`src/rtl/sbb_pkg.sv`:
```
package sbb_pkg;
  localparam int CMD_W        = 32;
  localparam int CMD_OP_BIT   = 16;
  localparam int CMD_PORT_LSB = 8;
  localparam int CMD_PORT_W   = 8;
  localparam int CMD_BE_LSB   = 4;
  localparam int CMD_BE_W     = 4;
  localparam int CMD_TAG_LSB  = 24;

  typedef enum logic [1:0] {
    ENG_IDLE = 2'd0,
    ENG_REQ  = 2'd1,
    ENG_MISS = 2'd2
  } eng_state_t;

  typedef enum logic [1:0] {
    TGT_IDLE = 2'd0,
    TGT_WAIT = 2'd1,
    TGT_ACK  = 2'd2
  } tgt_state_t;
endpackage

```
`src/rtl/sbb_host_regs.sv`:
```
module sbb_host_regs
  import sbb_pkg::*;
#(
  parameter int HAW       = 16,
  parameter int DW        = 32,
  parameter int TAW       = 4,
  parameter int CTRLW     = 4,
  parameter logic [HAW-1:0] OFF_CMD  = 16'h2100,
  parameter logic [HAW-1:0] OFF_DATA = 16'h2104,
  parameter logic [HAW-1:0] OFF_IDX  = 16'h2108,
  parameter logic [HAW-1:0] OFF_CTRL = 16'h2110
) (
  input  logic             clk,
  input  logic             rst_n,
  input  logic             hst_we,
  input  logic [HAW-1:0]   hst_addr,
  input  logic [DW-1:0]    hst_wdata,
  output logic [DW-1:0]    hst_rdata,
  input  logic             busy,
  input  logic             ld_en,
  input  logic [DW-1:0]    ld_val,
  output logic             start,
  output logic [DW-1:0]    cmd_q,
  output logic [DW-1:0]    data_q,
  output logic [TAW-1:0]   idx_q,
  output logic [CTRLW-1:0] ctrl_q
);
  logic wr_cmd, wr_data, wr_idx, wr_ctrl;

  assign wr_cmd  = hst_we && (hst_addr == OFF_CMD);
  assign wr_data = hst_we && (hst_addr == OFF_DATA);
  assign wr_idx  = hst_we && (hst_addr == OFF_IDX);
  assign wr_ctrl = hst_we && (hst_addr == OFF_CTRL);

  // a command launches only when the engine is idle
  assign start = wr_cmd && !busy;

  always_ff @(posedge clk) begin
    if (!rst_n) begin
      cmd_q <= '0;
    end else if (start) begin
      cmd_q <= {hst_wdata[DW-1:1], 1'b0};
    end
  end

  always_ff @(posedge clk) begin
    if (!rst_n) begin
      data_q <= '0;
    end else if (ld_en) begin
      data_q <= ld_val;
    end else if (wr_data && !busy) begin
      data_q <= hst_wdata;
    end
  end

  always_ff @(posedge clk) begin
    if (!rst_n) begin
      idx_q <= '0;
    end else if (wr_idx && !busy) begin
      idx_q <= hst_wdata[TAW-1:0];
    end
  end

  always_ff @(posedge clk) begin
    if (!rst_n) begin
      ctrl_q <= CTRLW'(1);
    end else if (wr_ctrl) begin
      ctrl_q <= hst_wdata[CTRLW-1:0];
    end
  end

  always_comb begin
    hst_rdata = '0;
    case (hst_addr)
      OFF_CMD:  hst_rdata = {cmd_q[DW-1:1], busy};
      OFF_DATA: hst_rdata = data_q;
      OFF_IDX:  hst_rdata = DW'(idx_q);
      OFF_CTRL: hst_rdata = DW'(ctrl_q);
      default:  hst_rdata = '0;
    endcase
  end
endmodule

```
`src/rtl/sbb_engine.sv`:
```
module sbb_engine
  import sbb_pkg::*;
#(
  parameter int DW    = 32,
  parameter int PORTW = 8,
  parameter logic [PORTW-1:0] PORT_ID = 8'h12
) (
  input  logic             clk,
  input  logic             rst_n,
  input  logic             start,
  input  logic [PORTW-1:0] start_port,
  input  logic             start_wr,
  input  logic             sb_ack,
  input  logic [DW-1:0]    sb_rdata,
  output logic             busy,
  output logic             sb_req,
  output logic             sb_we,
  output logic             ld_en,
  output logic [DW-1:0]    ld_val
);
  eng_state_t state_q;
  logic       wr_q;

  always_ff @(posedge clk) begin
    if (!rst_n) begin
      state_q <= ENG_IDLE;
      wr_q    <= 1'b0;
    end else begin
      case (state_q)
        ENG_IDLE: if (start) begin
          wr_q    <= start_wr;
          state_q <= (start_port == PORT_ID) ? ENG_REQ : ENG_MISS;
        end
        ENG_REQ:  if (sb_ack) state_q <= ENG_IDLE;
        ENG_MISS: state_q <= ENG_IDLE;
        default:  state_q <= ENG_IDLE;
      endcase
    end
  end

  assign busy   = (state_q != ENG_IDLE);
  assign sb_req = (state_q == ENG_REQ);
  assign sb_we  = wr_q;

  // reads refill the data window on completion; misses return zero
  assign ld_en  = !wr_q && (((state_q == ENG_REQ) && sb_ack) || (state_q == ENG_MISS));
  assign ld_val = (state_q == ENG_REQ) ? sb_rdata : '0;
endmodule

```
`src/rtl/sbb_target_bank.sv`:
```
module sbb_target_bank
  import sbb_pkg::*;
#(
  parameter int DW    = 32,
  parameter int NREG  = 16,
  parameter int WAITW = 4,
  localparam int IDXW = $clog2(NREG),
  localparam int BEW  = DW / 8
) (
  input  logic             clk,
  input  logic             rst_n,
  input  logic             space_rst_n,
  input  logic             req,
  input  logic             we,
  input  logic [IDXW-1:0]  idx,
  input  logic [DW-1:0]    wdata,
  input  logic [BEW-1:0]   be,
  input  logic [WAITW-1:0] wait_cycles,
  output logic             ack,
  output logic [DW-1:0]    rdata
);
  tgt_state_t             st_q;
  logic [WAITW-1:0]       cnt_q;
  logic                   fire;
  logic [NREG-1:0][DW-1:0] words;

  assign fire = ((st_q == TGT_IDLE) && req && (wait_cycles == '0)) ||
                ((st_q == TGT_WAIT) && (cnt_q == WAITW'(1)));

  always_ff @(posedge clk) begin
    if (!rst_n) begin
      st_q  <= TGT_IDLE;
      cnt_q <= '0;
      ack   <= 1'b0;
    end else begin
      case (st_q)
        TGT_IDLE: if (req) begin
          if (wait_cycles == '0) begin
            ack  <= 1'b1;
            st_q <= TGT_ACK;
          end else begin
            cnt_q <= wait_cycles;
            st_q  <= TGT_WAIT;
          end
        end
        TGT_WAIT: begin
          if (cnt_q == WAITW'(1)) begin
            ack  <= 1'b1;
            st_q <= TGT_ACK;
          end else begin
            cnt_q <= cnt_q - WAITW'(1);
          end
        end
        TGT_ACK: begin
          ack  <= 1'b0;
          st_q <= TGT_IDLE;
        end
        default: st_q <= TGT_IDLE;
      endcase
    end
  end

  always_ff @(posedge clk) begin
    if (!rst_n) begin
      rdata <= '0;
    end else if (fire) begin
      rdata <= words[idx];
    end
  end

  for (genvar r = 0; r < NREG; r++) begin : g_word
    logic [DW-1:0] word_q;
    always_ff @(posedge clk) begin
      if (!rst_n || !space_rst_n) begin
        word_q <= '0;
      end else if (fire && we && (idx == IDXW'(r))) begin
        for (int b = 0; b < BEW; b++) begin
          if (be[b]) word_q[8*b +: 8] <= wdata[8*b +: 8];
        end
      end
    end
    assign words[r] = word_q;
  end
endmodule

```
`src/rtl/sbb_bridge.sv`:
```
module sbb_bridge
  import sbb_pkg::*;
#(
  parameter int HAW   = 16,
  parameter int DW    = 32,
  parameter int NREG  = 16,
  parameter int WAITW = 4,
  parameter logic [7:0] PORT_ID = 8'h12
) (
  input  logic             clk,
  input  logic             rst_n,
  input  logic             hst_we,
  input  logic [HAW-1:0]   hst_addr,
  input  logic [DW-1:0]    hst_wdata,
  output logic [DW-1:0]    hst_rdata,
  input  logic [WAITW-1:0] tgt_wait
);
  localparam int IDXW  = $clog2(NREG);
  localparam int CTRLW = 4;

  logic             busy, start, ld_en;
  logic [DW-1:0]    ld_val, cmd_q, data_q, sb_rdata;
  logic [IDXW-1:0]  idx_q;
  logic [CTRLW-1:0] ctrl_q;
  logic             sb_req, sb_we, sb_ack;

  sbb_host_regs #(
    .HAW(HAW), .DW(DW), .TAW(IDXW), .CTRLW(CTRLW)
  ) u_regs (
    .clk(clk), .rst_n(rst_n), .hst_we(hst_we), .hst_addr(hst_addr),
    .hst_wdata(hst_wdata), .hst_rdata(hst_rdata), .busy(busy),
    .ld_en(ld_en), .ld_val(ld_val), .start(start), .cmd_q(cmd_q),
    .data_q(data_q), .idx_q(idx_q), .ctrl_q(ctrl_q)
  );

  sbb_engine #(
    .DW(DW), .PORTW(CMD_PORT_W), .PORT_ID(PORT_ID)
  ) u_eng (
    .clk(clk), .rst_n(rst_n), .start(start),
    .start_port(hst_wdata[CMD_PORT_LSB +: CMD_PORT_W]),
    .start_wr(hst_wdata[CMD_OP_BIT]),
    .sb_ack(sb_ack), .sb_rdata(sb_rdata), .busy(busy),
    .sb_req(sb_req), .sb_we(sb_we), .ld_en(ld_en), .ld_val(ld_val)
  );

  sbb_target_bank #(
    .DW(DW), .NREG(NREG), .WAITW(WAITW)
  ) u_bank (
    .clk(clk), .rst_n(rst_n), .space_rst_n(ctrl_q[0]),
    .req(sb_req), .we(sb_we), .idx(idx_q), .wdata(data_q),
    .be(cmd_q[CMD_BE_LSB +: CMD_BE_W]), .wait_cycles(tgt_wait),
    .ack(sb_ack), .rdata(sb_rdata)
  );
endmodule

```
`config.mk`:
```
export PLATFORM = sky130hd
export DESIGN_NAME = sbb_bridge
export DESIGN_NICKNAME = d
export VERILOG_FILES = /design/src/rtl/sbb_pkg.sv /design/src/rtl/sbb_host_regs.sv /design/src/rtl/sbb_engine.sv /design/src/rtl/sbb_target_bank.sv /design/src/rtl/sbb_bridge.sv
export SDC_FILE = /design/constraint.sdc
export NUM_CORES = 2
export LEC_CHECK = 0
export BUFFER_PORTS_ARGS = -buffer_cell sky130_fd_sc_hd__buf_2
export CORE_ASPECT_RATIO = 0.75
export CORE_MARGIN = 2
export CORE_UTILIZATION = 45
export CTS_CLUSTER_SIZE = 10
export DETAILED_ROUTE_END_ITERATION = 7
export SLEW_MARGIN = 20
export SYNTH_ARGS = -nofsm -noshare
export SYNTH_HDL_FRONTEND = slang
export SYNTH_SLANG_ARGS = --single-unit
```
`constraint.sdc`:
```
create_clock -name clk -period 5.3 [get_ports clk]
set_input_delay 1.06 -clock clk [delete_from_list [all_inputs] [get_ports clk]]
set_output_delay 1.06 -clock clk [all_outputs]
set_load 0.02 [all_outputs]
```
==> results.md <==
* Combinational share of power at 1.8%
* Number of flops mapped to enable cells by yosys at 0
* Cell Area, Placed at just under 30000 um2
* ANT nets after route at 0
* Non-filler cells, final at between 3000 and 4000
* Area growth, synth to finish at 10.35%
* Setup TNS at 0 ps
* Die Width at 292.6 um
* # H-tree levels at 3
* Min-delay worst type: reg2reg
* Netlist cell types at 52
* WL per Instance at around 23 um
* Hold Violations, Final at 0
* Crit-path most repeated cell: buf_2
* Synth top area share at ~44%
* Sw frac at 21.71%
* Maxcap violations at 0
* Flop pwr share at between 50 and 60%
* Async S/R FF share, synth at 0%
* Boundary Pins at a little under 90
* DR iter-0 viols at 2189
* Final Setup Violations at 0
* Main synth FF type: dfxtp_1
* First-pass GRT wire length at around 140000 um
* PnR Total Power at 9.280 mW
* Crit Reg-Reg Endpoint: u_bank.g_word[12].word_q[19]
* Most common cell after layout, fill and taps aside: dfxtp_1
* Crit start category: primary input
* Gr ovfl total at 0
* Via count at 23326
* Clock Skew at about 28 ps
* Worst hold stages at 2
* Crit-path cells: buf_2 -> nor4_2 -> buf_4 -> and2_1 -> a22oi_1 -> o22ai_1 -> buf_2
* Slew margin rel. at 20.95%
* Initial core utilization at 45.43%
* Hold path start: u_bank.g_word[5].word_q[18]
* Psw at between 2 and 2.5 mW
* Yosys reg bits at around 620
* Total global-route track usage at between 20 and 30%
* Synth area leader: dfxtp_1
* End-of-flow core utilization at roughly half
* Req. time, crit path at roughly 4200 ps
* Status: finished, final reports clean
* Worst Tran Pin Value at 1177 ps
* Clock Tree Buf Depth at 3
* RSZ-0062 raised after global routing: false
* Endpoint type of the worst setup path: output port
* Worst skew pair latency at 610 ps
* Clk sinks at between 600 and 700
* NumNets Final at slightly below 3000
* Internal at between 7 and 8 mW
* Final slew viol count at 0
* Fmax at 0.2371 GHz
* Placed Cells at between 3000 and 4000
* Post-synthesis cell count at approximately 3000
* Vias per cell at 6.277
* Critical-path top delay cell: buf_2
* PwrDens at ~300 nW/um2
* Hold slack at approximately 450 ps
* Initial antenna violation count at 0
* Clock share of power at 47.6%
* Clock root cell: clkbuf_16
* Finished Cell Area at a little over 30000 um2
* # fillers at 5607
* Top post-synthesis cells by area: dfxtp_1, mux2i_1, mux4_2
* 1st-pass router iterations at 6
* Setup Fix Bufs, Post-CTS at 0
* Final Cycle Share at 79.58%
* Cell area after synthesis at about 28000 um2
* HPWL Detailed at roughly 57000 um
* CP Max Fanout at 38
* Flop-to-flop setup slack at roughly 2200 ps
* Chip height at 220.4 um
* Place WS at 1130 ps
* Ant. Diodes at 0
* Depth of the most critical reg-to-reg path at 7
* Critical R2R Launch: u_bank.st_q[1]
* Mean Syn Cell Area at roughly 9.5 um2
* Peak VDD IR at 218.1 uV
* Pleak at approximately 12 nW
* Yosys warns at 0
* Worst Hold Path EP: u_bank.g_word[5].word_q[18]
* PortBufs at 86
* Largest net degree at the start of global routing at roughly 110
* CTS tree: built
* Num rows at 79
* Clock Pin Slew Worst Setup and Hold Paths at 50 ps
* Setup WS post-layout at between 1000 and 1500 ps
* CTS Buf Count at 72
* CP arrival at roughly 3200 ps
* Most frequent cells in the layout: dfxtp_1, mux2i_1, nand2_1, nand3_1, a21oi_1
* Core Box Area at 61880 um2
* Gpl congestion at 0.8660
* Mapped Nets at roughly 3000
* Drt total wl at 87140 um
* Die Area at approximately 65000 um2
* Max incr delay on CP at between 400 and 500 ps
* # DRC at 0
* CTS Hold Buffers Added at 0
* Min Tclk post-route at roughly 4200 ps
* Sequential-to-total area share from yosys stat at ~44%
* Number of gates resized after cts at 0
* Vias in the first global route at roughly 23000
* Critical setup path kind: in2out
* Layout cells sized above 1 at about an eighth
[worst max-delay path, delay by kind of cell]
kind                   cells  cell delay, ps
AOI/OAI and AO/OA          2             320
buffers and inverters      3            1040
and+or+nand+nor            2             730
[synth_stat cells (3+ instances only)]
cell	number
nor4_4	5
inv_1	11
nor2_1	49
nor3_2	8
o22ai_1	14
o21ai_0	270
nor2b_1	5
o21a_1	7
buf_1	30
a311oi_1	33
nand2b_1	7
o221ai_1	22
mux4_2	118
a31oi_1	11
nor4_1	4
mux2i_1	419
buf_2	31
or4_1	3
nor3_1	25
a22oi_1	14
nand2_1	365
dfxtp_1	624
nand4_1	4
or2_2	3
ha_1	5
and2_1	10
nand3_1	344
clkbuf_1	208
a21oi_1	274
[kinds of logic after synthesis]
kind of cell             Yosys count  share of synthesized area [%]
AO/OA/AOI/OAI                    656                          12.86
flip-flops                       624                          44.44
buffers and inverters            283                          3.984
adder cells (fa/ha/maj)            5                         0.2226
AND/OR/NAND/NOR                  848                          14.08
multiplexers                     538                          24.41
[registers in the layout, indices dropped and copies added (netlist names)]
name	count
u_regs.data_q	32
u_bank.cnt_q	4
u_bank.ack	1
u_bank.g_word.word_q	512
u_regs.idx_q	4
u_bank.rdata	32
u_regs.ctrl_q	4
u_bank.st_q	2
u_regs.cmd_q	31
u_eng.state_q	2
[routing by layer]
metal	vias to the layer above	GRT usage [%]	wire length, um
li1	10636	-	-
met4	0	9.145	2699
met5	-	0	0
met3	171	3.606	5717
met1	11652	37.86	39340
met2	867	42.45	39380
[worst max path at each step]
stage                     start            to  slack (ps)  cells after the start
floorplan           hst_addr[2]  hst_rdata[2]        1750                      5
global placement    hst_addr[2]  hst_rdata[2]        1150                      7
detailed placement  hst_addr[2]  hst_rdata[0]        1130                      7
CTS                 hst_addr[2]  hst_rdata[0]        1130                      7
global route        hst_addr[2]  hst_rdata[0]         990                      7
finish              hst_addr[2]  hst_rdata[0]        1080                      7
[area by class of cell]
| class | instances | area (um2) | share of cell area (%) |
|---|---|---|---|
| clock inverter | 3 | 30.03 | 0.09681 |
| multi-input combinational | 2047 | 14600 | 47.06 |
| tap | 810 | 1013 | 3.267 |
| sequential | 624 | 12500 | 40.31 |
| timing repair buffer | 141 | 905.9 | 2.920 |
| clock buffer | 80 | 1927 | 6.212 |
| inverter | 11 | 41.29 | 0.1331 |
[power groups by stage]
| stage | logic, mW | clock network (mW) | registers [mW] |
|---|---|---|---|
| 3_3_place_gp | 0.161 | 0 | 4.79 |
| 3_5_place_dp | 0.163 | 0 | 4.79 |
| 6_report | 0.167 | 4.42 | 4.69 |
| 2_1_floorplan | 0.0913 | 0 | 4.79 |
| 4_1_cts | 0.164 | 4.46 | 4.69 |
| 5_1_grt | 0.178 | 4.65 | 4.69 |
Power figures use the tool's default switching activity.
